File: src/rtl/commit_pkg.sv
package commit_pkg;
    typedef enum logic [1:0] {
        TS_RUN    = 2'd0,
        TS_SQUASH = 2'd1,
        TS_TRAP   = 2'd2
    } thr_state_e;
endpackage

File: src/rtl/commit_retire_sel.sv
module commit_retire_sel #(
    parameter int CW = 2
) (
    input  logic          en,
    input  logic [CW-1:0] v,
    input  logic [CW-1:0] d,
    input  logic [CW-1:0] ns,
    output logic [CW-1:0] ret,
    output logic          ns_cand
);
    // Running AND: a slot retires only if every older slot retires too.
    always_comb begin
        logic run;
        run = en;
        for (int i = 0; i < CW; i++) begin
            if (i == 0) run = run & v[i] & d[i];
            else        run = run & v[i] & d[i] & ~ns[i];
            ret[i] = run;
        end
    end

    // A non-speculative head that has not finished yet waits to be released.
    assign ns_cand = v[0] & ns[0] & ~d[0];
endmodule

File: src/rtl/commit_redir_arb.sv
module commit_redir_arb #(
    parameter int NR    = 2,
    parameter int SEQ_W = 16,
    parameter int TGT_W = 32
) (
    input  logic [NR-1:0]       rd_valid,
    input  logic [NR*SEQ_W-1:0] rd_seq,
    input  logic [NR*TGT_W-1:0] rd_target,
    input  logic [NR-1:0]       rd_taken,
    input  logic [SEQ_W-1:0]    youngest,
    output logic                win_valid,
    output logic [SEQ_W-1:0]    win_seq,
    output logic [TGT_W-1:0]    win_target,
    output logic                win_taken
);
    // Keep only requests older than the youngest valid entry; the oldest of them wins.
    always_comb begin
        win_valid  = 1'b0;
        win_seq    = '0;
        win_target = '0;
        win_taken  = 1'b0;
        for (int i = 0; i < NR; i++) begin
            if (rd_valid[i] && (rd_seq[i*SEQ_W +: SEQ_W] < youngest) &&
                (!win_valid || (rd_seq[i*SEQ_W +: SEQ_W] < win_seq))) begin
                win_valid  = 1'b1;
                win_seq    = rd_seq[i*SEQ_W +: SEQ_W];
                win_target = rd_target[i*TGT_W +: TGT_W];
                win_taken  = rd_taken[i];
            end
        end
    end
endmodule

File: src/rtl/commit_free_track.sv
module commit_free_track #(
    parameter int DEPTH = 16,
    parameter int CNT_W = $clog2(DEPTH + 1)
) (
    input  logic             clk,
    input  logic             rst_n,
    input  logic [CNT_W-1:0] rob_used,
    output logic             free_valid,
    output logic [CNT_W-1:0] free_count
);
    logic [CNT_W-1:0] used_q;

    always_ff @(posedge clk) begin
        if (!rst_n) used_q <= '0;
        else        used_q <= rob_used;
    end

    assign free_valid = (rob_used != used_q);
    assign free_count = CNT_W'(DEPTH) - rob_used;
endmodule

File: src/rtl/commit_ctrl.sv
module commit_ctrl #(
    parameter int CW       = 2,
    parameter int NR       = 2,
    parameter int SEQ_W    = 16,
    parameter int TGT_W    = 32,
    parameter int DEPTH    = 16,
    parameter int TRAP_LAT = 3,
    parameter int STALL_W  = 16,
    parameter int CNT_W    = $clog2(DEPTH + 1)
) (
    input  logic                clk,
    input  logic                rst_n,
    input  logic [CW-1:0]       hd_valid,
    input  logic [CW-1:0]       hd_done,
    input  logic [CW-1:0]       hd_nonspec,
    input  logic [SEQ_W-1:0]    head_seq,
    input  logic                ins_valid,
    input  logic [SEQ_W-1:0]    ins_seq,
    input  logic [NR-1:0]       rd_valid,
    input  logic [NR*SEQ_W-1:0] rd_seq,
    input  logic [NR*TGT_W-1:0] rd_target,
    input  logic [NR-1:0]       rd_taken,
    input  logic                trap_req,
    input  logic                rob_sq_done,
    input  logic [CNT_W-1:0]    rob_used,
    output logic [CW-1:0]       ret_mask,
    output logic                ns_rel,
    output logic [SEQ_W-1:0]    ns_seq,
    output logic                sq_valid,
    output logic [SEQ_W-1:0]    sq_seq,
    output logic [TGT_W-1:0]    sq_target,
    output logic                sq_taken,
    output logic                sq_all,
    output logic                free_valid,
    output logic [CNT_W-1:0]    free_count,
    output logic [STALL_W-1:0]  stall_count,
    output logic [1:0]          thr_state,
    output logic                active
);
    import commit_pkg::*;

    localparam int TL_W = $clog2(TRAP_LAT + 1);

    thr_state_e          state_q, state_d;
    logic [TL_W-1:0]     cnt_q;
    logic [SEQ_W-1:0]    youngest_q;
    logic                rel_done_q;
    logic [SEQ_W-1:0]    rel_seq_q;
    logic [STALL_W-1:0]  stall_q;

    logic                arb_valid;
    logic [SEQ_W-1:0]    arb_seq;
    logic [TGT_W-1:0]    arb_target;
    logic                arb_taken;
    logic                acc;
    logic                trap_fire;
    logic                ret_en;
    logic                ns_cand;

    commit_redir_arb #(.NR(NR), .SEQ_W(SEQ_W), .TGT_W(TGT_W)) u_arb (
        .rd_valid   (rd_valid),
        .rd_seq     (rd_seq),
        .rd_target  (rd_target),
        .rd_taken   (rd_taken),
        .youngest   (youngest_q),
        .win_valid  (arb_valid),
        .win_seq    (arb_seq),
        .win_target (arb_target),
        .win_taken  (arb_taken)
    );

    commit_retire_sel #(.CW(CW)) u_sel (
        .en      (ret_en),
        .v       (hd_valid),
        .d       (hd_done),
        .ns      (hd_nonspec),
        .ret     (ret_mask),
        .ns_cand (ns_cand)
    );

    commit_free_track #(.DEPTH(DEPTH), .CNT_W(CNT_W)) u_free (
        .clk        (clk),
        .rst_n      (rst_n),
        .rob_used   (rob_used),
        .free_valid (free_valid),
        .free_count (free_count)
    );

    // Decision and output process
    always_comb begin
        acc       = arb_valid && (state_q != TS_TRAP);
        trap_fire = (state_q == TS_TRAP) && (cnt_q == TL_W'(1));
        ret_en    = (state_q == TS_RUN) && !acc && !trap_req;

        ns_rel    = ret_en && ns_cand && !(rel_done_q && (rel_seq_q == head_seq));
        ns_seq    = ns_rel ? head_seq : '0;

        sq_valid  = acc || trap_fire;
        sq_all    = trap_fire;
        sq_seq    = trap_fire ? '0 : (acc ? arb_seq    : '0);
        sq_target = trap_fire ? '0 : (acc ? arb_target : '0);
        sq_taken  = trap_fire ? 1'b0 : (acc && arb_taken);

        active    = (|ret_mask) || sq_valid || ns_rel || free_valid;

        state_d = state_q;
        unique case (state_q)
            TS_RUN: begin
                if (acc)           state_d = TS_SQUASH;
                else if (trap_req) state_d = TS_TRAP;
            end
            TS_SQUASH: begin
                if (!acc && rob_sq_done) state_d = TS_RUN;
            end
            TS_TRAP: begin
                if (trap_fire) state_d = TS_SQUASH;
            end
            default: state_d = TS_RUN;
        endcase
    end

    // State register process
    always_ff @(posedge clk) begin
        if (!rst_n) begin
            state_q    <= TS_RUN;
            cnt_q      <= '0;
            youngest_q <= '0;
            rel_done_q <= 1'b0;
            rel_seq_q  <= '0;
            stall_q    <= '0;
        end else begin
            state_q <= state_d;

            if (state_q == TS_RUN && !acc && trap_req) cnt_q <= TL_W'(TRAP_LAT);
            else if (state_q == TS_TRAP)               cnt_q <= cnt_q - 1'b1;

            if (sq_valid)                          youngest_q <= sq_seq;
            else if (state_q == TS_RUN && ins_valid) youngest_q <= ins_seq;

            if (sq_valid) begin
                rel_done_q <= 1'b0;
            end else if (ns_rel) begin
                rel_done_q <= 1'b1;
                rel_seq_q  <= head_seq;
            end

            if (ns_rel) stall_q <= stall_q + 1'b1;
        end
    end

    assign stall_count = stall_q;
    assign thr_state   = state_q;
endmodule

File: config.mk
export PLATFORM = sky130hd
export DESIGN_NAME = commit_ctrl
export DESIGN_NICKNAME = d
export VERILOG_FILES = /design/src/rtl/commit_pkg.sv /design/src/rtl/commit_retire_sel.sv /design/src/rtl/commit_redir_arb.sv /design/src/rtl/commit_free_track.sv /design/src/rtl/commit_ctrl.sv
export SDC_FILE = /design/constraint.sdc
export NUM_CORES = 1
export LEC_CHECK = 0
export ABC_AREA = 0
export BUFFER_PORTS_ARGS = -buffer_cell sky130_fd_sc_hd__buf_4
export CAP_MARGIN = 40
export CORE_MARGIN = 2
export CORE_UTILIZATION = 51
export CTS_CLUSTER_SIZE = 30
export DETAILED_ROUTE_END_ITERATION = 7
export GPL_ROUTABILITY_DRIVEN = 0
export GPL_TIMING_DRIVEN = 0
export PLACE_DENSITY = 0.94
export SLEW_MARGIN = 20
export SYNTH_ARGS = -nofsm -noshare
export SYNTH_HDL_FRONTEND = slang
export SYNTH_SLANG_ARGS = --single-unit
File: constraint.sdc
create_clock -name clk -period 12.63 [get_ports clk]
set_input_delay 3.1575 -clock clk [delete_from_list [all_inputs] [get_ports clk]]
set_output_delay 3.1575 -clock clk [all_outputs]
set_load 0.01 [all_outputs]
==> results of run 1 <==
==> flip-flops by register name, indices dropped and copies added, names as in the netlist <==
name	count
thr_state	2
rel_seq_q	16
u_free.used_q	5
cnt_q	2
stall_count	16
rel_done_q	1
youngest_q	16
==> cell families (layout without fill, tap and decap cells) <==
family                     count (synthesis)  count (layout)
xor gates and xnor gates                  25              25
and+or+nand+nor                          221             221
buffers and inverters                     99             357
adders and majority gates                 48              48
DFF                                       58              58
AOI/OAI and AO/OA                        193             193
muxes                                      1               1
==> per-stage QoR <==
step	setup WS (ps)	util [%]	area (µm²)	instances	power (mW)
floorplan	2930	-	4790	645	0.538
global placement	1900	73.4	6750	998	0.713
detailed placement	1860	73.4	6750	998	0.726
CTS	1840	75.6	6950	1014	0.899
global route	1450	75.6	6950	1014	0.967
finish	1820	75.6	6950	1014	0.906
==> worst max-delay path: cells and delay by family <==
| kind | cells | cell delay [ps] |
|---|---|---|
| buffers and inverters | 6 | 1540 |
| adders and majority gates | 2 | 610 |
| AOI/OAI and AO/OA | 10 | 1840 |
| and+or+nand+nor | 3 | 490 |
==> power groups by stage <==
stage	logic, mW	registers, mW	clock network, mW
global placement	0.484	0.229	0
global route	0.557	0.229	0.181
floorplan	0.312	0.226	0
finish	0.506	0.227	0.173
CTS	0.499	0.226	0.174
detailed placement	0.497	0.229	0
==> path summary, 6_finish.rpt <==
check | startpoint | endpoint | cells past startpoint
max | rd_seq[9] | sq_target[18] | 21
min | rel_seq_q[5] | rel_seq_q[5] | 2
max reg2reg | youngest_q[9] | youngest_q[5] | 19
min reg2reg | rel_seq_q[5] | rel_seq_q[5] | 2
==> cells in the final DEF (no fill, tap or decap), types with 14 or more instances in the layout <==
cell,n
a21oi_1,95
a32oi_1,16
buf_2,16
buf_4,246
clkbuf_1,21
dfxtp_1,58
ha_1,48
inv_1,58
nand2_1,106
nand3_1,14
nand3b_1,34
nor2_1,18
o211ai_1,19
o31ai_1,24
xnor2_1,22
==> cells in the mapped netlist, types with 2 or more instances <==
cell type / instances
buf_2: 16
a32oi_1: 16
buf_4: 4
or4_1: 9
clkbuf_1: 18
nand3_1: 14
nand4_1: 8
dfxtp_1: 58
and2_1: 4
nand3b_1: 34
a31oi_1: 3
nor4_1: 3
ha_1: 48
nor3b_1: 2
nor3_1: 4
nor2b_1: 2
nand2_1: 106
nand2b_1: 2
inv_1: 58
o21ai_0: 13
o211ai_1: 19
and3_1: 5
o31ai_1: 24
a21o_1: 5
xnor2_1: 22
or3_1: 5
xor2_1: 3
a21oi_1: 95
nor2_1: 18
==> layer usage <==
layer	wire [µm]	vias to the layer above	track usage [%]
li1	-	2813	-
met1	6970	2665	40.3
met2	7720	253	48.5
met3	1180	24	4.37
met4	277	0	10.4
met5	0	-	0
==> cell type report <==
| class | instances | area [µm²] |
|---|---|---|
| plain buffers | 40 | 193 |
| clock buffers | 14 | 163 |
| clock inverters | 2 | 35.0 |
| fillers | 690 | 2250 |
| inverters | 59 | 221 |
| multi-input cells | 488 | 3220 |
| flip-flops and latches | 58 | 1160 |
| well taps | 111 | 139 |
| repair buffers | 242 | 1820 |
==> impl_metrics.py, run 1 <==
metrics = {
    "outcome": {
        "status": "finished, final reports clean",
    },
    "sta": {
        "timing.final.crit_share_pct": 85.6,
        "timing.fmax_ghz": 0.0925,
        "rsz0062_at_grt": "false",
        "slew_headroom_pct": 55.5,
        "clock_skew_ps": 5.80,
        "fin_setup_tns_ps": 0,
        "worst_hold_slack_ps": 469,
        "finalSetupViolations": 0,
        "worstMarginPinSlew_ps": 660,
        "post-route-min-period_ps": 10810,
        "hold_violations": 0,
        "slew_violations": 0,
    },
    "pwr": {
        "p_per_area_mw_per_mm2": 130,
        "switching_share_pct": 41.5,
        "p_sw_uw": 376,
        "p_comb_share_pct": 55.8,
        "internal-power_uw": 530,
        "clkPwrFrac_pct": 19.1,
        "seq_power_share_pct": 25.0,
        "vdd.ir_drop.worst_v": 0.0000679,
        "p_leak_nw": 3.26,
    },
    "routing": {
        "routed_wirelength_mm": 16.1,
        "dr.pass1.iters": 5,
        "routedWlPerCell_um": 15.9,
        "drt_iter0_drc": 228,
        "antenna_left": 0,
        "via_count": 5755,
        "avgViaCountPerCell": 5.68,
        "drc": 0,
    },
    "layout": {
        "layout-drive-gt1-share_pct": 32.2,
        "syn_to_final_growth_pct": 44.9,
        "fin_nets": 1094,
        "antennaDiodeCount": 0,
    },
    "synth": {
        "ys_ff_latch": 58,
        "ys_seq_area_share_pct": 24.2,
        "yosysWarnings": 0,
        "netlist_instances": 645,
        "synth_top_area_share_pct": 24.2,
        "synthSimpleGateAreaFrac_pct": 23.5,
        "syn_area_mm2": 0.00479,
        "synth_area_per_cell_um2": 7.43,
        "synth_flop_cell": "dfxtp_1",
        "yosysTopAreaCell": "dfxtp_1",
        "synthesis.nets": 841,
        "synthTopCellsByArea": "dfxtp_1 24%, ha_1 13%, a21oi_1 9.9%",
        "synth-xor-area-share_pct": 4.57,
        "synth_mux_area_share_pct": 0.235,
        "synth_top_family_by_area": "compound AO/OA/AOI/OAI gates",
        "ys_async_sr_fraction_pct": 0,
        "synth_compound_area_share_pct": 26.4,
        "synth-edff-count": 0,
        "synth-adder-area-share_pct": 12.5,
        "synth.distinct_cells": 56,
    },
    "clocking": {
        "hold_buffers": 0,
        "clk_path_buf_depth": 2,
        "cts_made_buffers": 9,
        "htree_levels": 3,
        "post_cts_buffers": 0,
        "clock_latency_ps": 340,
        "cts_tree": "built",
        "ctsResizeCount": 0,
        "clock-sinks": 58,
        "clkSlewWorstSetupHoldPaths_ps": 60,
        "clock-root-buffer": "clkbuf_8",
    },
    "floorplanning": {
        "io-pin-count": 243,
        "die_height_um": 101,
        "dieWidth_um": 101,
        "fp-row-count": 35,
        "initial_core_util_pct": 52.1,
        "design.core.area_mm2": 0.00920,
        "dieArea_mm2": 0.0102,
    },
    "placed_design": {
        "dpl.hpwl_mm": 13.1,
        "port_buffers": 242,
    },
    "worst_setup_path": {
        "critPathMaxFanout": 10,
        "slowest_stage": "buf_1",
        "required_ps": 9470,
        "crit_path_max_incr_delay_ps": 390,
        "crit_top_cell": "a21oi_1",
        "arrival_ps": 7650,
        "critPathKind": "primary input to output pin",
        "worstSetupEndpointType": "output pin",
        "crit_chain": "buf_4 > ha_1 > a21o_1 > a21oi_2 > o211a_2 > a221oi_4 > nor2_1 > buf_2 > buf_1 > nand2_1 > ha_1 > a21oi_1 > o21ai_0 > a21oi_1 > o211ai_1 > a31oi_1 > buf_2 > clkbuf_1 > nand3b_1 > a21oi_1 > buf_4",
        "r2r_slack_ps": 7970,
        "critPathLaunchType": "primary input",
    },
    "global_route": {
        "grt_max_degree": 11,
        "grt_pass1_vias": 5183,
        "grt_antenna_before_repair": 0,
        "grt_usage_pct": 29.8,
        "grt_pass1_wl_mm": 24.6,
        "grt-ovfl-total": 0,
    },
    "worst_hold_path": {
        "hold_class": "flip-flop to flip-flop",
    },
    "flow_run": {
        "maxCapViolations": 0,
    },
}
Note: power is estimated with default switching activity, not from simulation.
==> inputs of run 2 (changes only) <==
Settings changed: CORE_ASPECT_RATIO set to 0.9, GPL_ROUTABILITY_DRIVEN 0 to not set, REMOVE_ABC_BUFFERS set to 1.
==> impl_metrics.py, run 2 (synthesis gave the netlist of run 1 again) <==
metrics = {
    "global_route": {
        "grt-ovfl-total": 0,
        "grt_pass1_wl_mm": 26.2,
        "grt_antenna_before_repair": 0,
        "grt_max_degree": 43,
        "grt_pass1_vias": 5475,
        "grt_usage_pct": 31.8,
    },
    "sta": {
        "rsz0062_at_grt": "false",
        "worstMarginPinSlew_ps": 860,
        "timing.final.crit_share_pct": 86.3,
        "slew_headroom_pct": 42.7,
        "slew_violations": 0,
        "fin_setup_tns_ps": 0,
        "post-route-min-period_ps": 10900,
        "clock_skew_ps": 12.4,
        "timing.fmax_ghz": 0.0917,
        "hold_violations": 0,
        "finalSetupViolations": 0,
    },
    "worst_setup_path": {
        "path_buf_inv": 4,
        "critPathLaunchType": "primary input",
        "reg2reg_from": "youngest_q[13]",
        "arrival_ps": 7740,
        "slowest_stage": "o211ai_1",
        "worst-path-stages": 18,
        "required_ps": 9470,
        "worstSetupEndpointType": "output pin",
        "critPathKind": "primary input to output pin",
        "cpLargestDelayFamily": "compound AO/OA/AOI/OAI gates",
        "r2r_slack_ps": 7860,
        "critPathMaxFanout": 34,
        "crit_path_max_incr_delay_ps": 560,
        "crit_chain": "buf_4 > ha_1 > a21o_1 > a21o_1 > a221o_2 > nor2_4 > buf_16 > nand2_1 > ha_1 > o21ai_0 > o21ai_0 > a21oi_1 > o211ai_1 > a31oi_4 > buf_16 > nand3b_1 > a21oi_1 > buf_4",
        "reg2reg_depth": 16,
        "rr_endpoint": "youngest_q[9]",
    },
    "layout": {
        "multiInputGateArea_mm2": 0.00325,
        "final_core_util_pct": 76.0,
        "final_cell_mix": "242 x buf_4, 106 x nand2_1, 95 x a21oi_1",
        "seqCellArea_mm2": 0.00116,
        "syn_to_final_growth_pct": 44.7,
        "layout-drive-gt1-share_pct": 32.4,
        "antennaDiodeCount": 0,
        "final_common_cell": "buf_4",
        "fill_cells": 641,
        "fin_nets": 1059,
        "stdcell_area_mm2": 0.00694,
    },
    "pwr": {
        "p_leak_nw": 3.21,
        "seq_power_share_pct": 24.4,
        "power_uw": 938,
        "p_sw_uw": 393,
        "p_per_area_mw_per_mm2": 135,
        "internal-power_uw": 545,
        "p_comb_share_pct": 54.5,
        "vdd.ir_drop.worst_v": 0.0000793,
        "switching_share_pct": 41.9,
        "clkPwrFrac_pct": 21.1,
    },
    "floorplanning": {
        "dieArea_mm2": 0.0102,
        "die_height_um": 96.0,
        "design.core.area_mm2": 0.00913,
        "fp-row-count": 33,
        "initial_core_util_pct": 52.5,
        "io-pin-count": 243,
        "dieWidth_um": 106,
    },
    "clocking": {
        "ctsResizeCount": 0,
        "hold_buffers": 0,
        "post_cts_buffers": 0,
        "clock-root-buffer": "clkbuf_8",
        "clk_path_buf_depth": 2,
        "clock-sinks": 58,
        "clkSlewWorstSetupHoldPaths_ps": 70,
        "clock_latency_ps": 340,
        "cts_tree": "built",
        "cts_made_buffers": 9,
        "htree_levels": 3,
    },
    "placed_design": {
        "routabilityCongestion": 0.901,
        "port_buffers": 242,
        "place_area_mm2": 0.00671,
        "dpl.hpwl_mm": 12.7,
    },
    "worst_hold_path": {
        "hold_class": "flip-flop to flip-flop",
        "min_to": "rel_seq_q[13]",
        "worstHoldPathCells": 2,
        "hold_path_startpoint": "rel_seq_q[13]",
    },
    "routing": {
        "drt_iter0_drc": 428,
        "avgViaCountPerCell": 5.92,
        "dr.pass1.iters": 5,
        "routedWlPerCell_um": 17.1,
        "via_count": 5863,
        "antenna_left": 0,
        "routed_wirelength_mm": 16.9,
        "drc": 0,
    },
    "outcome": {
        "status": "finished, final reports clean",
    },
    "flow_run": {
        "maxCapViolations": 0,
    },
}
[run 2: worst register-to-register path, delay by kind of cell, from the launching register on]
kind,cells,cell delay [ps]
simple gates,3,1180
flops,1,350
fa+ha+maj,2,570
compound gates,9,2290
buf+inv,2,310
[run 2: power by group through the flow]
| stage | registers, mW | logic [mW] | clock network, mW |
|---|---|---|---|
| finish | 0.229 | 0.511 | 0.198 |
| global route | 0.231 | 0.557 | 0.208 |
| CTS | 0.228 | 0.505 | 0.199 |
| detailed placement | 0.231 | 0.497 | 0 |
| global placement | 0.230 | 0.464 | 0 |
| floorplan | 0.227 | 0.294 | 0 |
[run 2: layer usage]
metal	track usage, %	part of all wire, %	up-vias	wire [µm]
li1	-	-	2751	-
met1	37.2	38	2703	6380
met2	56.9	50	360	8530
met3	8.67	9.5	49	1600
met4	9.87	2.5	0	428
met5	0	0	-	0
[run 2: cell type report]
| class | count | area share [%] |
|---|---|---|
| inverters | 59 | 3.19 |
| multi-input cells | 488 | 46.9 |
| clock buffers | 9 | 1.79 |
| flip-flops and latches | 58 | 16.7 |
| well taps | 122 | 2.20 |
| repair buffers | 247 | 27.7 |
| clock inverters | 7 | 1.48 |
[run 2: worst max-delay path by stage]
stage                     from       endpoint  slack [ps]
detailed placement   rd_seq[9]  sq_target[24]        1930
global placement    rd_seq[13]   sq_target[9]       -1630
global route         rd_seq[9]  sq_target[26]        1480
floorplan           rd_seq[13]       sq_taken         420
finish              rd_seq[13]  sq_target[24]        1730
CTS                 rd_seq[13]  sq_target[24]        1770
[run 2: through the flow]
step           setup WS (ps)  std cells  hold slack (ps)
6_report                1730        990              475
5_1_grt                 1480        990              496
4_1_cts                 1770        990              474
3_5_place_dp            1930        974              465
3_3_place_gp           -1630        969              455
2_1_floorplan            415        605              449
